===== src/rtl/useq_pkg.sv =====
package useq_pkg;
   localparam int unsigned OPC_W_DEF   = 8;
   localparam int unsigned STEP_W_DEF  = 4;
   localparam int unsigned WORD_W_DEF  = 16;
   localparam int unsigned END_BIT_DEF  = 15;
   localparam int unsigned LOAD_BIT_DEF = 14;

   // How a sequencing step was taken; used for readability of next-state logic.
   typedef enum logic [1:0] {
      STEP_ADV  = 2'd0,
      STEP_END  = 2'd1,
      STEP_WRAP = 2'd2
   } step_kind_e;
endpackage


===== src/rtl/useq_step_ctr.sv =====
module useq_step_ctr
   import useq_pkg::*;
#(
   parameter int unsigned STEP_W = STEP_W_DEF
) (
   input  logic              clk_i,
   input  logic              rst_i,
   input  logic              end_req_i,
   output logic [STEP_W-1:0] step_o,
   output logic              at_zero_o
);
   localparam logic [STEP_W-1:0] STEP_LAST = {STEP_W{1'b1}};

   logic [STEP_W-1:0] step_q;
   logic [STEP_W-1:0] step_d;
   step_kind_e        kind;

   always_comb begin
      if (end_req_i) begin
         kind = STEP_END;
      end else if (step_q == STEP_LAST) begin
         kind = STEP_WRAP;
      end else begin
         kind = STEP_ADV;
      end
   end

   always_comb begin
      case (kind)
         STEP_ADV: step_d = step_q + {{(STEP_W-1){1'b0}}, 1'b1};
         default:  step_d = '0;
      endcase
   end

   always_ff @(posedge clk_i) begin
      if (rst_i) begin
         step_q <= '0;
      end else begin
         step_q <= step_d;
      end
   end

   assign step_o    = step_q;
   assign at_zero_o = (step_q == '0);
endmodule


===== src/rtl/useq_opcode_reg.sv =====
module useq_opcode_reg
   import useq_pkg::*;
#(
   parameter int unsigned OPC_W = OPC_W_DEF
) (
   input  logic             clk_i,
   input  logic             rst_i,
   input  logic             at_zero_i,
   input  logic             load_req_i,
   input  logic [OPC_W-1:0] opcode_i,
   output logic [OPC_W-1:0] opcode_o
);
   logic [OPC_W-1:0] opc_q;
   logic             take;

   assign take = at_zero_i & load_req_i;

   always_ff @(posedge clk_i) begin
      if (rst_i) begin
         opc_q <= '0;
      end else if (take) begin
         opc_q <= opcode_i;
      end
   end

   assign opcode_o = opc_q;
endmodule


===== src/rtl/useq_word_reg.sv =====
module useq_word_reg
   import useq_pkg::*;
#(
   parameter int unsigned WORD_W  = WORD_W_DEF,
   parameter bit          OUT_REG = 1'b1
) (
   input  logic              clk_i,
   input  logic              rst_i,
   input  logic [WORD_W-1:0] word_i,
   input  logic              at_zero_i,
   output logic [WORD_W-1:0] ctrl_o,
   output logic              fetch_o
);
   generate
      if (OUT_REG) begin : g_reg
         logic [WORD_W-1:0] ctrl_q;
         logic              fetch_q;
         always_ff @(posedge clk_i) begin
            if (rst_i) begin
               ctrl_q  <= '0;
               fetch_q <= 1'b0;
            end else begin
               ctrl_q  <= word_i;
               fetch_q <= at_zero_i;
            end
         end
         assign ctrl_o  = ctrl_q;
         assign fetch_o = fetch_q;
      end else begin : g_pass
         assign ctrl_o  = rst_i ? '0 : word_i;
         assign fetch_o = ~rst_i & at_zero_i;
      end
   endgenerate
endmodule


===== src/rtl/useq_top.sv =====
module useq_top
   import useq_pkg::*;
#(
   parameter int unsigned OPC_W    = OPC_W_DEF,
   parameter int unsigned STEP_W   = STEP_W_DEF,
   parameter int unsigned WORD_W   = WORD_W_DEF,
   parameter int unsigned END_BIT  = END_BIT_DEF,
   parameter int unsigned LOAD_BIT = LOAD_BIT_DEF,
   parameter bit          OUT_REG  = 1'b1
) (
   input  logic                    clk_i,
   input  logic                    rst_i,
   input  logic [7:0]              opcode_i,
   input  logic [15:0]             ucode_word_i,
   output logic [11:0]             ucode_addr_o,
   output logic [15:0]             ctrl_o,
   output logic                    fetch_o
);
   localparam int unsigned ADDR_W = OPC_W + STEP_W;

   generate
      if (OPC_W != 8 || STEP_W != 4 || WORD_W != 16) begin : g_bad_width
         $error("useq_top: port widths are fixed at 8/4/16");
      end
      if (END_BIT >= WORD_W || LOAD_BIT >= WORD_W) begin : g_bad_bit
         $error("useq_top: control bit position outside the word");
      end
      if (END_BIT == LOAD_BIT) begin : g_same_bit
         $error("useq_top: end and load bits must differ");
      end
      if (ADDR_W != 12) begin : g_bad_addr
         $error("useq_top: address width must be 12");
      end
   endgenerate

   logic [STEP_W-1:0] step;
   logic              at_zero;
   logic [OPC_W-1:0]  opcode;
   logic              end_req;
   logic              load_req;

   assign end_req  = ucode_word_i[END_BIT];
   assign load_req = ucode_word_i[LOAD_BIT];

   useq_step_ctr #(
      .STEP_W (STEP_W)
   ) step_i (
      .clk_i     (clk_i),
      .rst_i     (rst_i),
      .end_req_i (end_req),
      .step_o    (step),
      .at_zero_o (at_zero)
   );

   useq_opcode_reg #(
      .OPC_W (OPC_W)
   ) opc_i (
      .clk_i      (clk_i),
      .rst_i      (rst_i),
      .at_zero_i  (at_zero),
      .load_req_i (load_req),
      .opcode_i   (opcode_i),
      .opcode_o   (opcode)
   );

   useq_word_reg #(
      .WORD_W  (WORD_W),
      .OUT_REG (OUT_REG)
   ) word_i (
      .clk_i     (clk_i),
      .rst_i     (rst_i),
      .word_i    (ucode_word_i),
      .at_zero_i (at_zero),
      .ctrl_o    (ctrl_o),
      .fetch_o   (fetch_o)
   );

   assign ucode_addr_o = {opcode, step};
endmodule


===== config.mk =====
export PLATFORM = sky130hd
export DESIGN_NAME = useq_top
export DESIGN_NICKNAME = d
export VERILOG_FILES = /design/src/rtl/useq_pkg.sv /design/src/rtl/useq_step_ctr.sv /design/src/rtl/useq_opcode_reg.sv /design/src/rtl/useq_word_reg.sv /design/src/rtl/useq_top.sv
export SDC_FILE = /design/constraint.sdc
export NUM_CORES = 1
export LEC_CHECK = 0
export BUFFER_PORTS_ARGS = -buffer_cell sky130_fd_sc_hd__buf_2
export CAP_MARGIN = 20
export CELL_PAD_IN_SITES_DETAIL_PLACEMENT = 0
export CELL_PAD_IN_SITES_GLOBAL_PLACEMENT = 1
export CORE_ASPECT_RATIO = 0.6
export CORE_UTILIZATION = 31
export DETAILED_ROUTE_END_ITERATION = 8
export PLACE_DENSITY = 0.8
export SYNTH_ARGS = -nofsm -noshare
export SYNTH_HDL_FRONTEND = slang
export SYNTH_HIERARCHICAL = 1
export SYNTH_SLANG_ARGS = --single-unit

===== constraint.sdc =====
create_clock -name clk_i -period 1.9 [get_ports clk_i]
set_input_delay 0.19 -clock clk_i [delete_from_list [all_inputs] [get_ports clk_i]]
set_output_delay 0.19 -clock clk_i [all_outputs]
set_load 0.01 [all_outputs]

After elaboration in Yosys (flattened, before gate mapping)
Cells that the tools add are included.

Output and inout port bits: 29. Bits in registers: 29. Word-level logic and storage cells: 13.

Reductions and logical operators: 3. Add/subtract/negate cells: 1. Multiplexer cells: 2. Bitwise logic cells: 2. Equal/unequal tests: 1.

Operator list (count): $add 4x1->4 const B (1); $eq 4x4->1 const B (1); $logic_not 4->1 (1); $mux 2 (2); $logic_not 2->1 (1); $reduce_or 2->1 (1); $and 1x1->1 (1); $not 1->1 (1).

Depth between registers and ports, before layout
Depth after elaboration: 6. Depth in mapped cells: 7. Mapped depth without buffers: 5.

Modules after synthesis
The synthesis kept the hierarchy.

By module, submodules not included: useq_word_reg (cells each 35, instances 1, seq. area each 340.3 um^2, area each 475.5 um^2); useq_opcode_reg (cells each 37, instances 1, seq. area each 160.2 um^2, area each 366.6 um^2); useq_step_ctr (cells each 18, instances 1, seq. area each 80.1 um^2, area each 173.9 um^2).

Least setup slack after synthesis
Ideal clock, no wire load.

Path kind: flip-flop to flip-flop. From: reg step_i.step_q[0] (netlist: step_i/step_o[0]). To: reg opc_i.opc_q[3] (netlist: opc_i/opcode_o[3]). Cell stages (with the launch flop): 8. Setup time: 0.070 ns. Path slack: 0.499 ns. Buffers on the path: 2. Arrival time: 1.331 ns. Cell sequence: dfxtp_1 inv_1 ha_1 nor3b_1 buf_6 buf_8 a21bo_1 a21oi_1.

Word-level cells in the longest chain between the ends: 2.

Ends and longest elaborated chain: start: declaration (RTL line useq_step_ctr.sv:14) `logic [STEP_W-1:0] step_q;`; start signal: assignment (RTL line useq_step_ctr.sv:39) `step_q <= step_d;`; $logic_not 4->1 (RTL line useq_step_ctr.sv:44) `assign at_zero_o = (step_q == '0);`; named net at_zero (RTL line useq_top.sv:37) `logic at_zero;`; $and 1x1->1 (RTL line useq_opcode_reg.sv:16) `assign take = at_zero_i & load_req_i;`; end signal: assignment (RTL line useq_opcode_reg.sv:22) `opc_q <= opcode_i;`; end: declaration (RTL line useq_opcode_reg.sv:13) `logic [OPC_W-1:0] opc_q;`.

The timed path passes the listed nets, and every way through them passes these cells. A chain may end at the register's enable or synchronous reset.

Worst setup path after layout
From: reg step_i.step_q[0] (netlist: step_i/step_o[0]). To: reg opc_i.opc_q[0] (netlist: opc_i/opcode_o[0]).

The elaborated chain is that of the path after synthesis.

==> results.sh <==
export IMPL_cts_setup_buffers=0
export IMPL_dr_total_vias=803
export IMPL_first_pass_iters=6
export IMPL_grt_peak_use_layer="met2"
export IMPL_outcome="finished clean"
export IMPL_num_io_pins=55
export IMPL_yosysWarningCount=6
export IMPL_post_synthesis_cell_area_um2=1016
export IMPL_wirelength_um=2110
export IMPL_timing_setup_tns_ns=0
export IMPL_max_cap_viol_count=0
export IMPL_nFillCells=285
export IMPL_layout_min_cycle_time_ns=1.495
export IMPL_grt_pass1_vias=745
export IMPL_final_seq_area_um2=580.6
export IMPL_finish_utilization_pct=46.71
export IMPL_synthDistinctLibCells=19
export IMPL_initial_antenna_violation_count=0
export IMPL_grt_start_max_net_pins=28
export IMPL_finalWeightedCongestion=0.7375
export IMPL_r2r_end="opc_i/opcode_o[0]"
export IMPL_rows=15
export IMPL_holdCritStartpoint="ucode_word_i[15]"
export IMPL_design_core_area_um2=2984
export IMPL_drt_iter0_drc=13
export IMPL_crit_type="reg2reg"
export IMPL_relative_slew_slack_pct=59.11
export IMPL_multi_input_logic_area_um2=377.9
export IMPL_rsz_0062_raised_after_global_routing="false"
export IMPL_p_leak_uw=0.0006883
export IMPL_setup_worst_path_start_class="flop"
export IMPL_synth_seq_area_share_pct=57.14
export IMPL_layout_common_cells="54 x buf_2, 29 x dfxtp_1, 10 x nor2b_1"
export IMPL_final_nets=173
export IMPL_final_common_cell="buf_2"
export IMPL_end_kind="flop"
export IMPL_finalSetupViolCount=0
export IMPL_cts_sinks=29
export IMPL_hold_end="step_i/step_o[2]"
export IMPL_clk_transition_reported_paths_ns=0.06
export IMPL_final_min_period_over_clock_period_pct=78.71
export IMPL_buffer_ports_inserted=54
export IMPL_layout_cell_share_with_drive_strength_beyond_1_pct=50.68
export IMPL_die_height_um=46.35
export IMPL_mappedNetlistNets=118
export IMPL_gr_usage_met2_pct=19.09
export IMPL_die_width_um=75.91
export IMPL_groute_layer_met1_usage_pct=14.45
export IMPL_cellPowerDensity_nw_per_um2=958.1
export IMPL_worstPathArrival_ns=1.63
export IMPL_worst_slew_pin_transition_ns=0.6127
export IMPL_design_area_um2=1394
export IMPL_cts_root_buf="clkbuf_8"
export IMPL_via_count_normalized_by_instance_count=4.271
export IMPL_area_enclosed_by_the_die_boundary_um2=3518
export IMPL_route_antenna_remaining_nets=0
export IMPL_ir_drop_mv=0.4077
export IMPL_r2r_slack_ns=0.40
export IMPL_use_met3_pct=7.921
export IMPL_grt_first_pass_wirelength_um=3318
export IMPL_cp_startpoint="step_i/step_o[0]"
export IMPL_initial_core_util_pct=34.05
export IMPL_maxSlewViolCount=0
export IMPL_number_of_buffers_created_by_cts=5
export IMPL_wire_per_inst_um=11.22
export IMPL_dpl_cell_area_um2=1286
export IMPL_layout_area_overhead_vs_synth_pct=37.19
export IMPL_worst_clock_skew_ns=0.003318
export IMPL_grt_overflow=0
export IMPL_cts_buffer_depth=2
export IMPL_synth_seq_cells=29
export IMPL_ff2ff_path_depth=5
export IMPL_max_freq_mhz=668.7
export IMPL_clock_latency_ns=0.27
export IMPL_synthesized_instance_count=90
export IMPL_antenna_cells=0
export IMPL_dp_hpwl_um=1592
export IMPL_drt_drc_violations_left=0
export IMPL_worst_hold_path_num_cells=2
export IMPL_postSynthAreaPerCell_um2=11.29
export IMPL_cts_tree="done"
export IMPL_global_route_usage_total_pct=12.79
export IMPL_hold_slack_ns=0.1096
export IMPL_htree_levels=2
export IMPL_critPathRequiredTime_ns=2.04
export IMPL_worst_path_max_fanout=17
export IMPL_report_final_hold_viol_count=0
export IMPL_hp_class="in2reg"
export IMPL_regToRegStartpoint="step_i/step_o[0]"
-- worst max-delay path, cell delays in order (launching register included) --
cell	delay, ns
dfxtp_1	0.34
inv_1	0.06
ha_1	0.14
nor3b_4	0.53
a21bo_2	0.23
a21oi_1	0.06
-- metrics by stage --
| stage | std cells | worst slack, ns | power [µW] |
|---|---|---|---|
| 6_report | 188 | 0.4046 | 1335 |
| 5_1_grt | 188 | 0.2356 | 1407 |
| 4_1_cts | 188 | 0.1683 | 1357 |
| 3_5_place_dp | 180 | 0.1652 | 805.5 |
| 3_3_place_gp | 180 | 0.2655 | 800.2 |
| 2_1_floorplan | 90 | 0.4993 | 750.4 |
-- worst max path at each step --
stage / to / slack [ns]
after global routing: opc_i/opcode_o[0] / 0.24
after floorplan: opc_i/opcode_o[3] / 0.50
final: opc_i/opcode_o[0] / 0.40
after global placement: opc_i/opcode_o[6] / 0.27
after CTS: opc_i/opcode_o[0] / 0.17
after detailed placement: opc_i/opcode_o[0] / 0.17
-- layout make-up --
class | count | area share (%)
clock buffer | 7 | 6.912
clock inverter | 1 | 0.3591
inverter | 3 | 0.8079
multi-input combinational | 52 | 27.11
sequential | 29 | 41.65
tap | 42 | 3.770
timing repair buffer | 54 | 19.39
-- kinds of logic after synthesis --
kind of cell | count (synthesis) | share of synthesized area, %
AOI/OAI and AO/OA | 17 | 12.93
xor gates and xnor gates | 2 | 1.724
adders and majority gates | 2 | 2.463
buffers and inverters | 9 | 6.772
DFF | 29 | 57.14
and+or+nand+nor | 31 | 18.97
-- timing repair --
action	in CTS	in global routing
resized for setup	0	1
hold buffers	0	0
endpoints found under the setup margin	0	8
-- synthesized netlist by cell type (all sizes together) --
master	n	area (µm²)
nor2	3	11.26
xor2	1	8.760
ha	2	25.02
a21oi	8	40.04
dfxtp	29	580.6
xnor2	1	8.760
a21bo	8	80.08
nor3	1	5.000
inv	3	11.26
buf	6	57.54
nor2b	10	62.56
and2b	7	61.31
a311o	1	11.26
nor3b	1	7.510
nand3	9	45.04
-- report_power, final --
part / leakage, µW / internal, µW / total, µW / switching (µW)
registers: 0.000240 / 641 / 652 / 11.7
clock network: 0.0000542 / 327 / 544 / 218
logic: 0.000394 / 71.2 / 139 / 67.6
total: 0.000688 / 1040 / 1340 / 297
-- sequential cells by signal (all words and copies together) (netlist names) --
signal / flops
word_i/ctrl_o: 16
step_i/step_o: 4
word_i/fetch_o: 1
opc_i/opcode_o: 8
-- routing by layer --
metal | up-vias | part of all wire (%)
met1 | 365 | 48
li1 | 405 | -
met5 | - | 0
met2 | 29 | 43
met4 | 0 | 1.0
met3 | 4 | 8.1
Note: power is estimated with default switching activity, not from simulation.
